<file path="config.mk">
export PLATFORM = sky130hd
export DESIGN_NAME = burst_capture_seq
export DESIGN_NICKNAME = d
export VERILOG_FILES = /design/src/rtl/capseq_pkg.sv /design/src/rtl/capseq_rate_div.sv /design/src/rtl/capseq_datapath.sv /design/src/rtl/capseq_control.sv /design/src/rtl/burst_capture_seq.sv
export SDC_FILE = /design/constraint.sdc
export NUM_CORES = 1
export LEC_CHECK = 0
export BUFFER_PORTS_ARGS = -buffer_cell sky130_fd_sc_hd__buf_2
export CORE_MARGIN = 3
export CORE_UTILIZATION = 40
export CTS_CLUSTER_SIZE = 8
export DETAILED_ROUTE_END_ITERATION = 12
export SLEW_MARGIN = 0
export SYNTH_ARGS = -nofsm -noshare
export SYNTH_HDL_FRONTEND = slang
export SYNTH_SLANG_ARGS = --single-unit
export TNS_END_PERCENT = 1
</file>
<file path="constraint.sdc">
create_clock -name clk -period 2 [get_ports clk]
set_clock_uncertainty 0.1 [all_clocks]
set_input_delay 0.1 -clock clk [delete_from_list [all_inputs] [get_ports clk]]
set_output_delay 0.1 -clock clk [all_outputs]
set_load 0.05 [all_outputs]
</file>
<file path="src/rtl/capseq_pkg.sv">
package capseq_pkg;

  typedef enum logic [1:0] {
    ST_IDLE    = 2'd0,
    ST_PRIME   = 2'd1,
    ST_CAPTURE = 2'd2,
    ST_DRAIN   = 2'd3
  } seqState_t;

  // strobes from control to datapath
  typedef struct packed {
    logic loadBurst;   // latch rate, clear counters
    logic runEn;       // divider and strobe may run
    logic waitCount;   // count edges waiting for full flag
  } seqCtrl_t;

  // status from datapath to control
  typedef struct packed {
    logic fire;        // a strobe pulse is issued at this edge
    logic burstDone;   // full record issued
    logic waitExpired; // full flag overdue
  } seqStat_t;

endpackage

</file>
<file path="src/rtl/capseq_rate_div.sv">
module capseq_rate_div #(
  parameter int RATE_W = 3
) (
  input  logic              clk,
  input  logic              rst,
  input  logic [RATE_W-1:0] rateSel,
  input  logic              load,
  input  logic              run,
  output logic              tick
);
  localparam int DIV_W = (1 << RATE_W) - 1;

  logic [RATE_W-1:0] rateQ;
  logic [DIV_W-1:0]  divCnt;
  logic [DIV_W-1:0]  divLimit;

  // thermometer limit: 2^rateQ - 1
  for (genvar g = 0; g < DIV_W; g++) begin : g_limit
    assign divLimit[g] = (RATE_W'(g) < rateQ);
  end

  always_ff @(posedge clk) begin
    if (rst)       rateQ <= '0;
    else if (load) rateQ <= rateSel;
  end

  always_ff @(posedge clk) begin
    if (rst || load || !run)     divCnt <= '0;
    else if (divCnt == divLimit) divCnt <= '0;
    else                         divCnt <= divCnt + 1'b1;
  end

  assign tick = run && (divCnt == '0);

endmodule

</file>
<file path="src/rtl/capseq_datapath.sv">
module capseq_datapath
  import capseq_pkg::*;
#(
  parameter int RATE_W    = 3,
  parameter int BURST_LEN = 1024,
  parameter int FULL_WAIT = 4
) (
  input  logic              clk,
  input  logic              rst,
  input  logic [RATE_W-1:0] rateSel,
  input  logic              fullN,
  input  seqCtrl_t          ctrl,
  output seqStat_t          stat,
  output logic              sampleStrobe
);
  localparam int CNT_W  = $clog2(BURST_LEN + 1);
  localparam int WAIT_W = $clog2(FULL_WAIT + 1);

  logic              tick;
  logic              fire;
  logic              burstDone;
  logic              waitExpired;
  logic [CNT_W-1:0]  pulseCnt;
  logic [WAIT_W-1:0] waitCnt;
  logic              strobeQ;

  capseq_rate_div #(.RATE_W(RATE_W)) i_div (
    .clk     (clk),
    .rst     (rst),
    .rateSel (rateSel),
    .load    (ctrl.loadBurst),
    .run     (ctrl.runEn),
    .tick    (tick)
  );

  assign burstDone   = (pulseCnt == CNT_W'(BURST_LEN));
  assign waitExpired = (waitCnt == WAIT_W'(FULL_WAIT - 1));
  // enable is decided before the edge, so the registered strobe never runts
  assign fire        = tick && fullN && !burstDone;

  always_ff @(posedge clk) begin
    if (rst || ctrl.loadBurst) pulseCnt <= '0;
    else if (fire)             pulseCnt <= pulseCnt + 1'b1;
  end

  always_ff @(posedge clk) begin
    if (rst || !ctrl.waitCount) waitCnt <= '0;
    else if (!waitExpired)      waitCnt <= waitCnt + 1'b1;
  end

  always_ff @(posedge clk) begin
    if (rst) strobeQ <= 1'b0;
    else     strobeQ <= fire;
  end

  assign sampleStrobe     = strobeQ;
  assign stat.fire        = fire;
  assign stat.burstDone   = burstDone;
  assign stat.waitExpired = waitExpired;

endmodule

</file>
<file path="src/rtl/capseq_control.sv">
module capseq_control
  import capseq_pkg::*;
(
  input  logic     clk,
  input  logic     rst,
  input  logic     arm,
  input  logic     fullN,
  input  logic     emptyN,
  input  seqStat_t stat,
  output seqCtrl_t ctrl,
  output logic     captureActive,
  output logic     captureFault
);
  seqState_t state, stateNext;
  logic      faultQ, faultSet;

  always_comb begin
    stateNext      = state;
    faultSet       = 1'b0;
    ctrl.loadBurst = 1'b0;
    ctrl.runEn     = 1'b0;
    ctrl.waitCount = 1'b0;
    unique case (state)
      ST_IDLE: begin
        if (arm && !faultQ) begin
          ctrl.loadBurst = 1'b1;
          stateNext      = ST_PRIME;
        end
      end
      ST_PRIME: begin
        ctrl.runEn = 1'b1;
        if (!fullN)         stateNext = ST_DRAIN;
        else if (stat.fire) stateNext = ST_CAPTURE;
      end
      ST_CAPTURE: begin
        ctrl.runEn     = 1'b1;
        ctrl.waitCount = stat.burstDone && fullN;
        if (!fullN) begin
          stateNext = ST_DRAIN;
        end else if (stat.burstDone && stat.waitExpired) begin
          faultSet  = 1'b1;
          stateNext = ST_IDLE;
        end
      end
      ST_DRAIN: begin
        if (!emptyN) begin
          ctrl.loadBurst = 1'b1;
          stateNext      = ST_PRIME;
        end
      end
      default: stateNext = ST_IDLE;
    endcase
  end

  always_ff @(posedge clk) begin
    if (rst) state <= ST_IDLE;
    else     state <= stateNext;
  end

  always_ff @(posedge clk) begin
    if (rst)           faultQ <= 1'b0;
    else if (faultSet) faultQ <= 1'b1;
  end

  assign captureActive = (state == ST_PRIME) || (state == ST_CAPTURE);
  assign captureFault  = faultQ;

endmodule

</file>
<file path="src/rtl/burst_capture_seq.sv">
module burst_capture_seq
  import capseq_pkg::*;
#(
  parameter int RATE_W    = 3,
  parameter int BURST_LEN = 1024,
  parameter int FULL_WAIT = 4
) (
  input  logic              clk,
  input  logic              rst,
  input  logic [RATE_W-1:0] rateSel,
  input  logic              arm,
  input  logic              fullN,
  input  logic              emptyN,
  output logic              sampleStrobe,
  output logic              captureActive,
  output logic              captureFault
);
  seqCtrl_t ctrl;
  seqStat_t stat;

  capseq_control i_ctrl (
    .clk           (clk),
    .rst           (rst),
    .arm           (arm),
    .fullN         (fullN),
    .emptyN        (emptyN),
    .stat          (stat),
    .ctrl          (ctrl),
    .captureActive (captureActive),
    .captureFault  (captureFault)
  );

  capseq_datapath #(
    .RATE_W    (RATE_W),
    .BURST_LEN (BURST_LEN),
    .FULL_WAIT (FULL_WAIT)
  ) i_dp (
    .clk          (clk),
    .rst          (rst),
    .rateSel      (rateSel),
    .fullN        (fullN),
    .ctrl         (ctrl),
    .stat         (stat),
    .sampleStrobe (sampleStrobe)
  );

endmodule

</file>
# ---- Word level (Yosys, flattened, before mapping)
# Index checks and enable logic that the tools add are counted.
dict set report word_totals {
  ff_bits 28
  out_inout_bits 3
  word_cells 61
}
dict set report classes {
  add_sub_neg 3
  n_lt_le_gt_ge 7
  eq_ne 10
  n_mux 15
  n_reduce_logical 19
}
# operator n
set ops {}
lappend ops {{2-to-1 mux 2 bit} 6}
lappend ops {{adder 11 x 1 -> 11 bit, second input constant} 1}
lappend ops {{equality test 11 bit, second input constant} 1}
lappend ops {{< comparator 3 bit, first input constant} 3}
lappend ops {{case mux 2 bit (4 select lines)} 1}
lappend ops {{adder 7 x 1 -> 7 bit, second input constant} 1}
lappend ops {{equality test 7 bit} 1}
lappend ops {{zero test 7 bit} 1}
lappend ops {{2-to-1 mux 1 bit} 7}
lappend ops {{logical AND 1 bit} 6}
lappend ops {{< comparator 1 x 3 -> 1 bit, first input constant} 2}
lappend ops {{< comparator 2 x 3 -> 1 bit, first input constant} 2}
lappend ops {{!= test 3 x 2 -> 1 bit, second input constant} 2}
lappend ops {{equality test 2 bit, second input constant} 2}
lappend ops {{zero test 1 bit} 4}
lappend ops {{logical OR 1 bit} 4}
lappend ops {{AND reduction 4 bit} 1}
lappend ops {{OR reduction 2 bit} 2}
lappend ops {{adder 3 x 1 -> 3 bit, second input constant} 1}
lappend ops {{equality test 3 x 2 -> 1 bit, second input constant} 1}
lappend ops {{equality test 2 x 1 -> 1 bit, second input constant} 1}
lappend ops {{zero test 2 bit} 1}
lappend ops {{!= test 2 x 1 -> 1 bit, second input constant} 1}
lappend ops {{!= test 2 bit, second input constant} 1}
lappend ops {{case mux 1 bit (2 select lines)} 1}

# ---- Longest topological paths before layout
# Gate-level depths: netlist (run 1).
dict set report depth {
  depth_word 9
  depth_mapped 7
}

# ---- Cells and area by module
# A second synthesis (run 1) with hierarchy kept.
dict set report unflattened {
  cells_unflattened 191
  area_unflattened_um2 1737.9
}
# module n_inst cells_per_inst area_per_inst_um2 seq_area_each_um2
set by_module_without_submodules {}
lappend by_module_without_submodules {capseq_datapath 1 92 803.3 300.3}
lappend by_module_without_submodules {capseq_rate_div 1 67 613.1 200.2}
lappend by_module_without_submodules {capseq_control 1 32 321.6 60.1}

# ---- Worst setup path after synthesis (run 1)
# Ideal clock, no wire load.
dict set report synth_path {
  path_kind {register -> register}
  startpoint {register i_ctrl.state[1]}
  endpoint {register i_ctrl.state[0]}
  setup_ps 121
  arrival_time_ps 2208
  slack_ps -429
  stages_incl_launch_ff 8
  n_path_buf 0
  synth_period_minus_slack_ps 2429
  path_cell_list {dfxtp_1 -> inv_1 -> ha_1 -> nand4b_1 -> nor2_4 -> nand2_2 -> a311o_2 -> mux2_4}
}
dict set report synth_between {
  elab_chain_cells 8
  elab_cells_between_ends 15
}
# item line
set synth_lines {}
lappend synth_lines {{start: declaration} capseq_control.sv:14} ;# seqState_t state, stateNext;
lappend synth_lines {{start signal: assignment} capseq_control.sv:57} ;# else state <= stateNext;
lappend synth_lines {{equality test 2 bit or equality test 2 x 1 -> 1 bit (tied branches)} capseq_control.sv:23} ;# unique case (state)
lappend synth_lines {{OR reduction 2 bit (no source line)} --}
lappend synth_lines {{2-to-1 mux 1 bit} capseq_control.sv:23}
lappend synth_lines {{logical AND 1 bit} capseq_rate_div.sv:33} ;# assign tick = run && (divCnt == '0);
lappend synth_lines {{logical AND 1 bit (2 in series)} capseq_datapath.sv:39} ;# assign fire = tick && fullN && !burstDone;
lappend synth_lines {{!= test 3 x 2 -> 1 bit (no source line)} --}
lappend synth_lines {{AND reduction 4 bit (no source line)} --}
# Parallel ways exist; a longest one is shown, timed or not.
# A chain may end at the register's enable or synchronous reset.

# ---- Final worst setup path (run 1)
dict set report layout_path {
  startpoint {register i_ctrl.state[0]}
  endpoint {register i_ctrl.state[0]}
}
# Same word-level chain as after synthesis.

==> flow_summary.toml, run 1 <==
[cells_and_area]
area_growth_pct = 24.9
layout.nets = 220
antennaDiodeCount = 0
final_layout_size_suffix_gt1_share_pct = 22.9
fin_util_pct = 53.1
stdcell_area_um2 = 1800
stdcell_count = 247

[clocking]
cts-root-buf = "clkbuf_4"
clock_latency_ns = 0.33
cts_inserted_buffers = 3
clock-sinks = 28
cts.htree.levels = 1
cts_buffer_depth = 2
tritoncts = "done"
clk_pin_slew_ns = 0.16

[synthesis]
syn-num-nets = 186
async_reset_ff_share_pct = 0
synthesis.area_um2 = 1440
synth_warnings = 0
synthCells = 168
syn_area_per_cell_um2 = 8.57
ys_ff_latch = 28
synth.distinct_cells = 39
yosysSeqAreaShare_pct = 38.9
ys.flop_type = "dfxtp_1"
synth_edf_count = 0

[pwr]
p_leak_nw = 0.741
p_per_area_nw_per_um2 = 870
worst_ir_drop_vdd_mv = 0.687

[critical_path]
start_kind = "flip-flop"
cp.required_ns = 2.15
crit_buf_inv = 1
critPathMaxStageDelay_ns = 0.38
cp_max_fo = 5
critPathKind = "flip-flop to flip-flop"
crit_arrival_ns = 2.10
cp-end-kind = "flip-flop"
cp_slowest_cell = "dfxtp_2"
crit_family = "simple AND/OR/NAND/NOR gates"
crit_chain = "inv_2 -> ha_4 -> nand4b_1 -> nor2_4 -> nand2_2 -> a311o_2 -> mux2_4"

[global_routing]
grt_pass1_wl_um = 5400
grt_overflow_total = 0
gr-usage-all-layers_pct = 15.9
grt_max_degree = 17
antenna_found_initial = 0
first_global_vias = 1298

[route]
post_drt_wl_per_cell_um = 12.4
dr.first_iter.drc_count = 74
num_vias = 1244
routed_wl_um = 3050
ant_nets = 0
drc_errors = 0
dr.pass1.iters = 4
via_per_inst = 5.04

[die]
core_um2 = 3390
ios = 11
die_area_um2 = 4360
start_util_pct = 42.5
row_count = 21
die_height_um = 66
die_w_um = 66

[run]
drv_cap = 0

[placement]
numPortBuffers = 10
routabilityCongestion = 0.880
placed_cells = 235
dpl-instance-area_um2 = 1660
place_hpwl_um = 2310

[sta]
setup_viol = 0
fmax_ghz = 0.513
period_needed_ns = 1.95
hold_viol = 0
slew_headroom_pct = 82.9
slew_viol_final = 0
tightest_slew_ns = 0.255
post-route-period-util_pct = 97.5
whs_ns = 0.0910

[outcome]
status = "finished, final reports clean"

[worst_hold_path]
min_path_type = "input port to flip-flop"
worst register-to-register path: cells and delay by family, from the launching register on:
kind,cells,cell delay (ns)
compound gates,1,0.34
fa+ha+maj,1,0.28
buf+inv,1,0.06
flops,1,0.38
mux,1,0.30
simple gates,3,0.40
where the power goes:
| group | leakage, nW | internal [mW] | switching (mW) | total [mW] |
|---|---|---|---|---|
| Clock | 0.0279 | 0.203 | 0.173 | 0.376 |
| Combinational | 0.486 | 0.260 | 0.285 | 0.545 |
| Sequential | 0.227 | 0.603 | 0.0415 | 0.644 |
| Total | 0.741 | 1.07 | 0.499 | 1.57 |
cell usage after synthesis (2+ instances only):
library cell   n  area (µm²)
o22ai_1        2        12.5
xor2_1        11        96.3
nor2b_1        3        18.8
nand4_1        6        37.5
dfxtp_1       28         561
nand2_1        9        33.8
and3_1         2        12.5
nand3_1        7        35.0
nor3_1         2        10.0
xnor2_1        5        43.8
nor4_1         2        12.5
mux2i_1        4        40.0
o21ai_0        3        15.0
clkbuf_1       2        7.51
ha_1          10         125
inv_1         12        45.0
nor2_1        29         109
a21oi_1        8        40.0
nand2b_1       3        18.8
flip-flops by register name, summed over array words and instances, names as in the netlist:
name	flops
i_dp.sampleStrobe	1
i_ctrl.state	2
i_ctrl.captureFault	1
i_dp.pulseCnt	11
i_dp.i_div.divCnt	7
i_dp.waitCnt	3
i_dp.i_div.rateQ	3
kinds of logic after synthesis:
| kind of cell | count (synthesis) | share of synthesized area, % |
|---|---|---|
| xor gates and xnor gates | 16 | 9.73 |
| buffers and inverters | 15 | 4.00 |
| AOI/OAI and AO/OA | 22 | 9.91 |
| DFF | 28 | 38.9 |
| muxes | 5 | 3.82 |
| adders and majority gates | 10 | 8.69 |
| and+or+nand+nor | 72 | 24.9 |
through the flow:
stage,TNS [ns],setup slack [ns],total power [mW]
global route,-0.0191,-0.0191,1.66
CTS,0,0.0259,1.54
floorplan,-0.0637,-0.0637,1.02
finish,0,0.0500,1.57
global placement,0,0.0891,1.13
detailed placement,0,0.0572,1.15
path summary, 6_finish.rpt:
check                   start               end  slack [ns]  cells past startpoint
max           i_ctrl.state[0]   i_ctrl.state[0]        0.05                      7
min                     fullN   i_ctrl.state[1]        0.09                      4
max reg2reg   i_ctrl.state[0]   i_ctrl.state[0]        0.05                      7
min reg2reg  i_dp.pulseCnt[1]  i_dp.pulseCnt[1]        0.41                      2
routing by layer:
layer | vias up | GRT usage [%] | wire length, µm
met5 | - | 0 | 0
met4 | 0 | 5.58 | 58
met2 | 25 | 29.3 | 1590
met3 | 7 | 4.42 | 102
li1 | 631 | - | -
met1 | 581 | 17.2 | 1310
what timing repair did:
item                                    CTS  global route
hold buffers                              6             0
buffers inserted                          0             3
endpoints found under the setup margin    0             3
gates resized for setup                   0             4
endpoints found under the hold margin     5             0
cells in the final DEF (no fill, tap or decap), drive strengths merged, types with 2 or more instances in the layout:
cell and n:
a21oi 8, and3 2, buf 27, clkbuf 3, dfxtp 28, dlygate4sd3 4, ha 10, inv 12
mux2i 4, nand2 10, nand2b 3, nand3 7, nand4 6, nor2 30, nor2b 3, nor3 2
nor4 2, o21ai 3, o22ai 2, xnor2 5, xor2 11
cell type report:
type	instances	area, µm²
Clock inverter	1	30.0
Clock buffer	3	22.5
Timing Repair Buffer	32	230
Tap cell	46	57.6
Sequential cell	28	563
Multi-Input combinational cell	125	851
Fill cell	304	1590
Inverter	12	45.0
Note: power is estimated with default switching activity, not from simulation.
==> run 2, diff against run 1 <==
PLACE_DENSITY = 0.59   (was not set)
==> run 2 against run 1 <==
Compared with the run above:
- utilization is 1.6 points lower
- combinational power is 4.4% lower
- cell count is 1.2% lower
- first-iteration DRC count is 35% lower
- hold slack better by 0.0091 ns
- non-clock buffer count is 2 lower
- critical path depth is 2 lower
- final area is 3.1% lower
- register-to-register slack hardly changed
- global-route usage is 0.38 points lower
- die area stayed put
- critical path type unchanged
==> flow_summary.toml, run 2 (synthesized netlist as in run 1, its figures left out) <==
[die]
ios = 11
row_count = 21
die_area_um2 = 4360
start_util_pct = 42.5
die_height_um = 66
die_w_um = 66
core_um2 = 3390

[pwr]
p_per_area_nw_per_um2 = 796
power.total_mw = 1.39
p_leak_nw = 0.704
worst_ir_drop_vdd_mv = 0.512

[clocking]
clock_latency_ns = 0.32
cts.htree.levels = 1
clk_pin_slew_ns = 0.14
tritoncts = "done"
cts_buffer_depth = 2
cts_inserted_buffers = 3
clock-sinks = 28
cts-root-buf = "clkbuf_4"

[critical_path]
worst_r2r_endpoint = "i_ctrl.state[0]"
cp-end-kind = "flip-flop"
regToRegStartpoint = "i_dp.i_div.divCnt[5]"
cp_max_fo = 4
rr_worst_depth = 5
crit_arrival_ns = 2.08
cp.required_ns = 2.12
r2r_slack_ns = 0.04
critPathKind = "flip-flop to flip-flop"
crit_end = "i_ctrl.state[0]"
crit_start = "i_dp.i_div.divCnt[5]"
start_kind = "flip-flop"

[cells_and_area]
top_register = "i_dp.pulseCnt"
final_common_cell = "nor2_1"
fin_util_pct = 51.5
reg_top3 = "i_dp.pulseCnt: 11 flops, i_dp.i_div.divCnt: 7 flops"
largest_reg_flops = 11
final_cell_mix = "nor2_1, dfxtp_1, buf_4"
fillers = 321
final_layout_size_suffix_gt1_share_pct = 22.2
layout.nets = 218
area_growth_pct = 21.1
antennaDiodeCount = 0

[route]
num_vias = 1245
dr.first_iter.drc_count = 48
via_per_inst = 5.10
drc_errors = 0
dr.pass1.iters = 4
post_drt_wl_per_cell_um = 12.2
ant_nets = 0
routed_wl_um = 2990

[sta]
hold_viol = 0
slew_headroom_pct = 83.6
tightest_slew_ns = 0.244
period_needed_ns = 1.96
slew_viol_final = 0
fmax_ghz = 0.509
post-route-period-util_pct = 98.2
rsz0062_at_grt = "yes"
worst_slack_ns = 0.0363
finalSetupTns_ns = 0
setup_viol = 0

[placement]
place_hpwl_um = 2290
place_ws_ns = 0.0109
routabilityCongestion = 0.891
numPortBuffers = 10

[global_routing]
grt_overflow_total = 0
grt_max_degree = 15
first_global_vias = 1303
gr-usage-all-layers_pct = 15.5
grt_pass1_wl_um = 5420
antenna_found_initial = 0

[worst_hold_path]
min_path_cells = 4
min_path_type = "input port to flip-flop"
hp-start = "fullN"

[outcome]
status = "finished, final reports clean"

[run]
drv_cap = 0
==> run 2: where the power goes <==
group          internal, mW  switching (mW)  total [mW]
logic                 0.238           0.282       0.521
registers             0.605          0.0385       0.644
clock network        0.0705           0.153       0.224
==> run 2: critical path: stages (launching register included) <==
cell	delay (ns)
dfxtp_2	0.37
or4_4	0.55
nor2_4	0.14
nand2_2	0.06
a311o_2	0.35
mux2_4	0.30
==> run 2: repair_timing <==
action	4_1_cts	5_1_grt
hold buffers	4	0
gates cloned	0	0
endpoints found under the hold margin	4	0
resized for setup	1	3
buffers inserted	1	1
pin swaps	1	1
setup endpoints to repair	1	1
==> run 2: worst min path at each step <==
stage                                     end  slack [ns]
final                         i_ctrl.state[1]        0.10
after floorplan           i_dp.i_div.rateQ[2]        0.14
after global routing          i_ctrl.state[1]        0.11
after detailed placement  i_dp.i_div.rateQ[2]        0.24
after CTS                     i_ctrl.state[1]        0.08
after global placement    i_dp.i_div.rateQ[2]        0.23
==> run 2: layout make-up <==
cell class / instances / area [µm²] / area share, %
multi-input combinational: 125 / 841 / 48.2
timing repair buffer: 30 / 210 / 12.1
sequential: 28 / 568 / 32.6
clock buffer: 3 / 22.5 / 1.29
inverter: 12 / 45.0 / 2.58
tap: 46 / 57.6 / 3.30
==> run 2: per-layer routing <==
layer | GRT usage (%) | share of wire, % | up-vias
met5 | 0 | 0 | -
met4 | 5.08 | 0.84 | 0
met3 | 3.74 | 2.8 | 4
met2 | 29.4 | 52 | 20
met1 | 16.6 | 44 | 591
li1 | - | - | 630
==> run 2: per-stage QoR <==
stage / hold WS (ns) / instance area, µm² / cells
finish: 0.100 / 1740 / 244
global route: 0.106 / 1740 / 244
CTS: 0.0849 / 1730 / 243
detailed placement: 0.242 / 1660 / 235
global placement: 0.229 / 1660 / 235
floorplan: 0.139 / 1460 / 168
==> run 3, diff against run 2 <==
ABC_AREA = 1   (was not set)
CTS_CLUSTER_SIZE = 24   (was 8)
==> run 3 against run 2 <==
Compared with the run above:
- worst setup slack gained 0.10 ns
- synthesized cell count rose by 35%
- utilization down 3.1 points
- hold slack got worse by 0.088 ns
- final area up 5.4%
- highest routed layer unchanged
- largest power group is now combinational logic
- total power up 42%
- global-route usage shrank 1.3 points
- maximum frequency rose by 5.6%
- via count up 16%
==> flow_summary.toml, run 3 <==
[outcome]
status = "finished, final reports clean"

[run]
drv_cap = 0

[critical_path]
timing.critical_path.mode_cell = "inv_1"
crit_family = "buffers and inverters"
cp-end-kind = "flip-flop"
cp_slowest_cell = "dlygate4sd3_1"
crit_chain = "inv_1 -> ha_2 -> inv_1 -> nand2_2 -> nand2_1 -> a21oi_1 -> dlygate4sd3_1"
critPathKind = "flip-flop to flip-flop"
critPathMaxStageDelay_ns = 0.55
crit_arrival_ns = 1.98
cp_max_fo = 6
r2r_slack_ns = 0.14
cp.required_ns = 2.12
start_kind = "flip-flop"
crit_buf_inv = 3

[synthesis]
syn_area_per_cell_um2 = 7.27
yosysMostFrequentCell = "nand2_1"
async_reset_ff_share_pct = 0
synth.distinct_cells = 29
synthesis.area_um2 = 1640
yosysTopAreaCell = "dfxtp_1"
post-synth-top-area-fraction_pct = 34.1
synthTopCellsByCount = "nand2_1, inv_1, dfxtp_1"
synth_edf_count = 0
yosysSeqAreaShare_pct = 34.1
ys.flop_type = "dfxtp_1"
syn-num-nets = 244
ys_ff_latch = 28
synthCells = 226
synth_warnings = 0
ys_top_cells_by_area = "dfxtp_1, nand2_1, ha_1"

[worst_hold_path]
min_path_type = "input port to flip-flop"

[sta]
post-route-period-util_pct = 92.9
slew_viol_final = 0
slew_headroom_pct = 75.0
setup_viol = 0
hold_viol = 0
rsz0062_at_grt = "no"
tightest_slew_ns = 0.372
finalSetupTns_ns = 0
period_needed_ns = 1.86
fmax_ghz = 0.538

[route]
drc_errors = 0
ant_nets = 0
num_vias = 1450
dr.first_iter.drc_count = 59
post_drt_wl_per_cell_um = 11.3
via_per_inst = 5.03
dr.pass1.iters = 4
routed_wl_um = 3260

[pwr]
p_leak_nw = 0.719
power.total_mw = 1.97
p_per_area_nw_per_um2 = 1070
worst_ir_drop_vdd_mv = 0.805

[placement]
routabilityCongestion = 0.800
place_hpwl_um = 2490
numPortBuffers = 10
placed_cells = 283
dpl-instance-area_um2 = 1760

[clocking]
cts_buffer_depth = 2
cts_inserted_buffers = 3
tritoncts = "done"
clock_latency_ns = 0.27
cts-root-buf = "clkbuf_8"
clock-sinks = 28
clk_pin_slew_ns = 0.09
cts.htree.levels = 1

[cells_and_area]
fillers = 382
final_cell_mix = "nand2_1, inv_1, dfxtp_1"
stdcell_count = 288
antennaDiodeCount = 0
largest_reg_flops = 11
final_common_cell = "nand2_1"
reg_top3 = "i_dp.pulseCnt: 11 flops, i_dp.i_div.divCnt: 7 flops"
final_layout_size_suffix_gt1_share_pct = 15.8
top_register = "i_dp.pulseCnt"
layout.nets = 260
area_growth_pct = 11.9
stdcell_area_um2 = 1840

[die]
die_area_um2 = 4910
die_height_um = 70.1
core_um2 = 3800
ios = 11
row_count = 22
start_util_pct = 43.2
die_w_um = 70.1

[global_routing]
first_global_vias = 1316
antenna_found_initial = 0
grt_max_degree = 20
grt_overflow_total = 0
grt_pass1_wl_um = 5780
gr-usage-all-layers_pct = 14.2
-- run 3: cell types whose count changed in the layout (fill, tap and decap cells not counted), sizes merged, moves of 3 or more --
| cell | before | now |
|---|---|---|
| a21oi | 8 | 14 |
| buf | 26 | 11 |
| inv | 12 | 33 |
| mux2i | 4 | 0 |
| nand2 | 10 | 45 |
| nand2b | 3 | 0 |
| nand3 | 7 | 14 |
| nor3 | 2 | 16 |
| nor3b | 1 | 4 |
| o21ai | 3 | 13 |
| xor2 | 11 | 5 |
-- run 3: logic make-up after synthesis --
kind of cell / after synthesis / synth area share, %
xor gates and xnor gates: 8 / 4.27
DFF: 28 / 34.1
AOI/OAI and AO/OA: 32 / 10.9
adders and majority gates: 10 / 7.62
buffers and inverters: 35 / 8.76
and+or+nand+nor: 113 / 34.3
-- run 3: cell type report --
cell class                      count  area (µm²)  share of cell area (%)
Clock buffer                        3        41.3                    2.25
Sequential cell                    28         563                    30.6
Tap cell                           48        60.1                    3.27
Multi-Input combinational cell    163         960                    52.2
Inverter                           33         124                    6.74
Timing Repair Buffer               13        90.1                    4.90
-- run 3: per-stage QoR --
stage | setup slack (ns) | hold WS, ns | utilization [%]
after global routing | 0.0255 | 0.0351 | 48.4
after floorplan | 0.0779 | 0.0691 | -
after detailed placement | 0.130 | 0.242 | 46.2
final | 0.141 | 0.0124 | 48.4
after global placement | 0.169 | 0.244 | 46.2
after CTS | 0.0595 | 0.0110 | 47.8
-- run 3: per-layer routing --
| metal | vias to the layer above | routed length (µm) | share of wire, % | GRT usage (%) |
|---|---|---|---|---|
| met5 | - | 0 | 0 | 0 |
| met4 | 0 | 55 | 1.7 | 5.11 |
| met3 | 5 | 119 | 3.7 | 1.73 |
| met2 | 32 | 1340 | 41 | 20.8 |
| met1 | 653 | 1740 | 53 | 21.3 |
| li1 | 760 | - | - | - |
-- run 3: worst paths after layout --
path                                             to            start  cells past startpoint
worst min register to register      i_dp.waitCnt[1]  i_dp.waitCnt[1]                      2
worst max register to register  i_dp.i_div.rateQ[0]  i_ctrl.state[1]                      7
worst max-delay path            i_dp.i_div.rateQ[0]  i_ctrl.state[1]                      7
worst min-delay path            i_dp.i_div.rateQ[2]       rateSel[2]                      3
-- run 3: where the power goes --
part	internal (mW)	switching [mW]	total, mW	leakage (nW)
registers	0.640	0.0805	0.720	0.227
clock network	0.135	0.169	0.304	0.0216
logic	0.319	0.631	0.950	0.470
total	1.09	0.880	1.97	0.719
-- run 3: worst register-to-register path, cell delays in order, from the launching register on --
cell and delay, ns:
dfxtp_2 0.36, inv_1 0.06, ha_2 0.37, inv_1 0.08, nand2_2 0.11, nand2_1 0.06
a21oi_1 0.12, dlygate4sd3_1 0.55
-- run 3: repair_timing --
item,in CTS,in global routing
resized for setup,0,10
setup endpoints to repair,0,11
endpoints found under the hold margin,3,0
buffers inserted,0,0
hold buffers,2,0
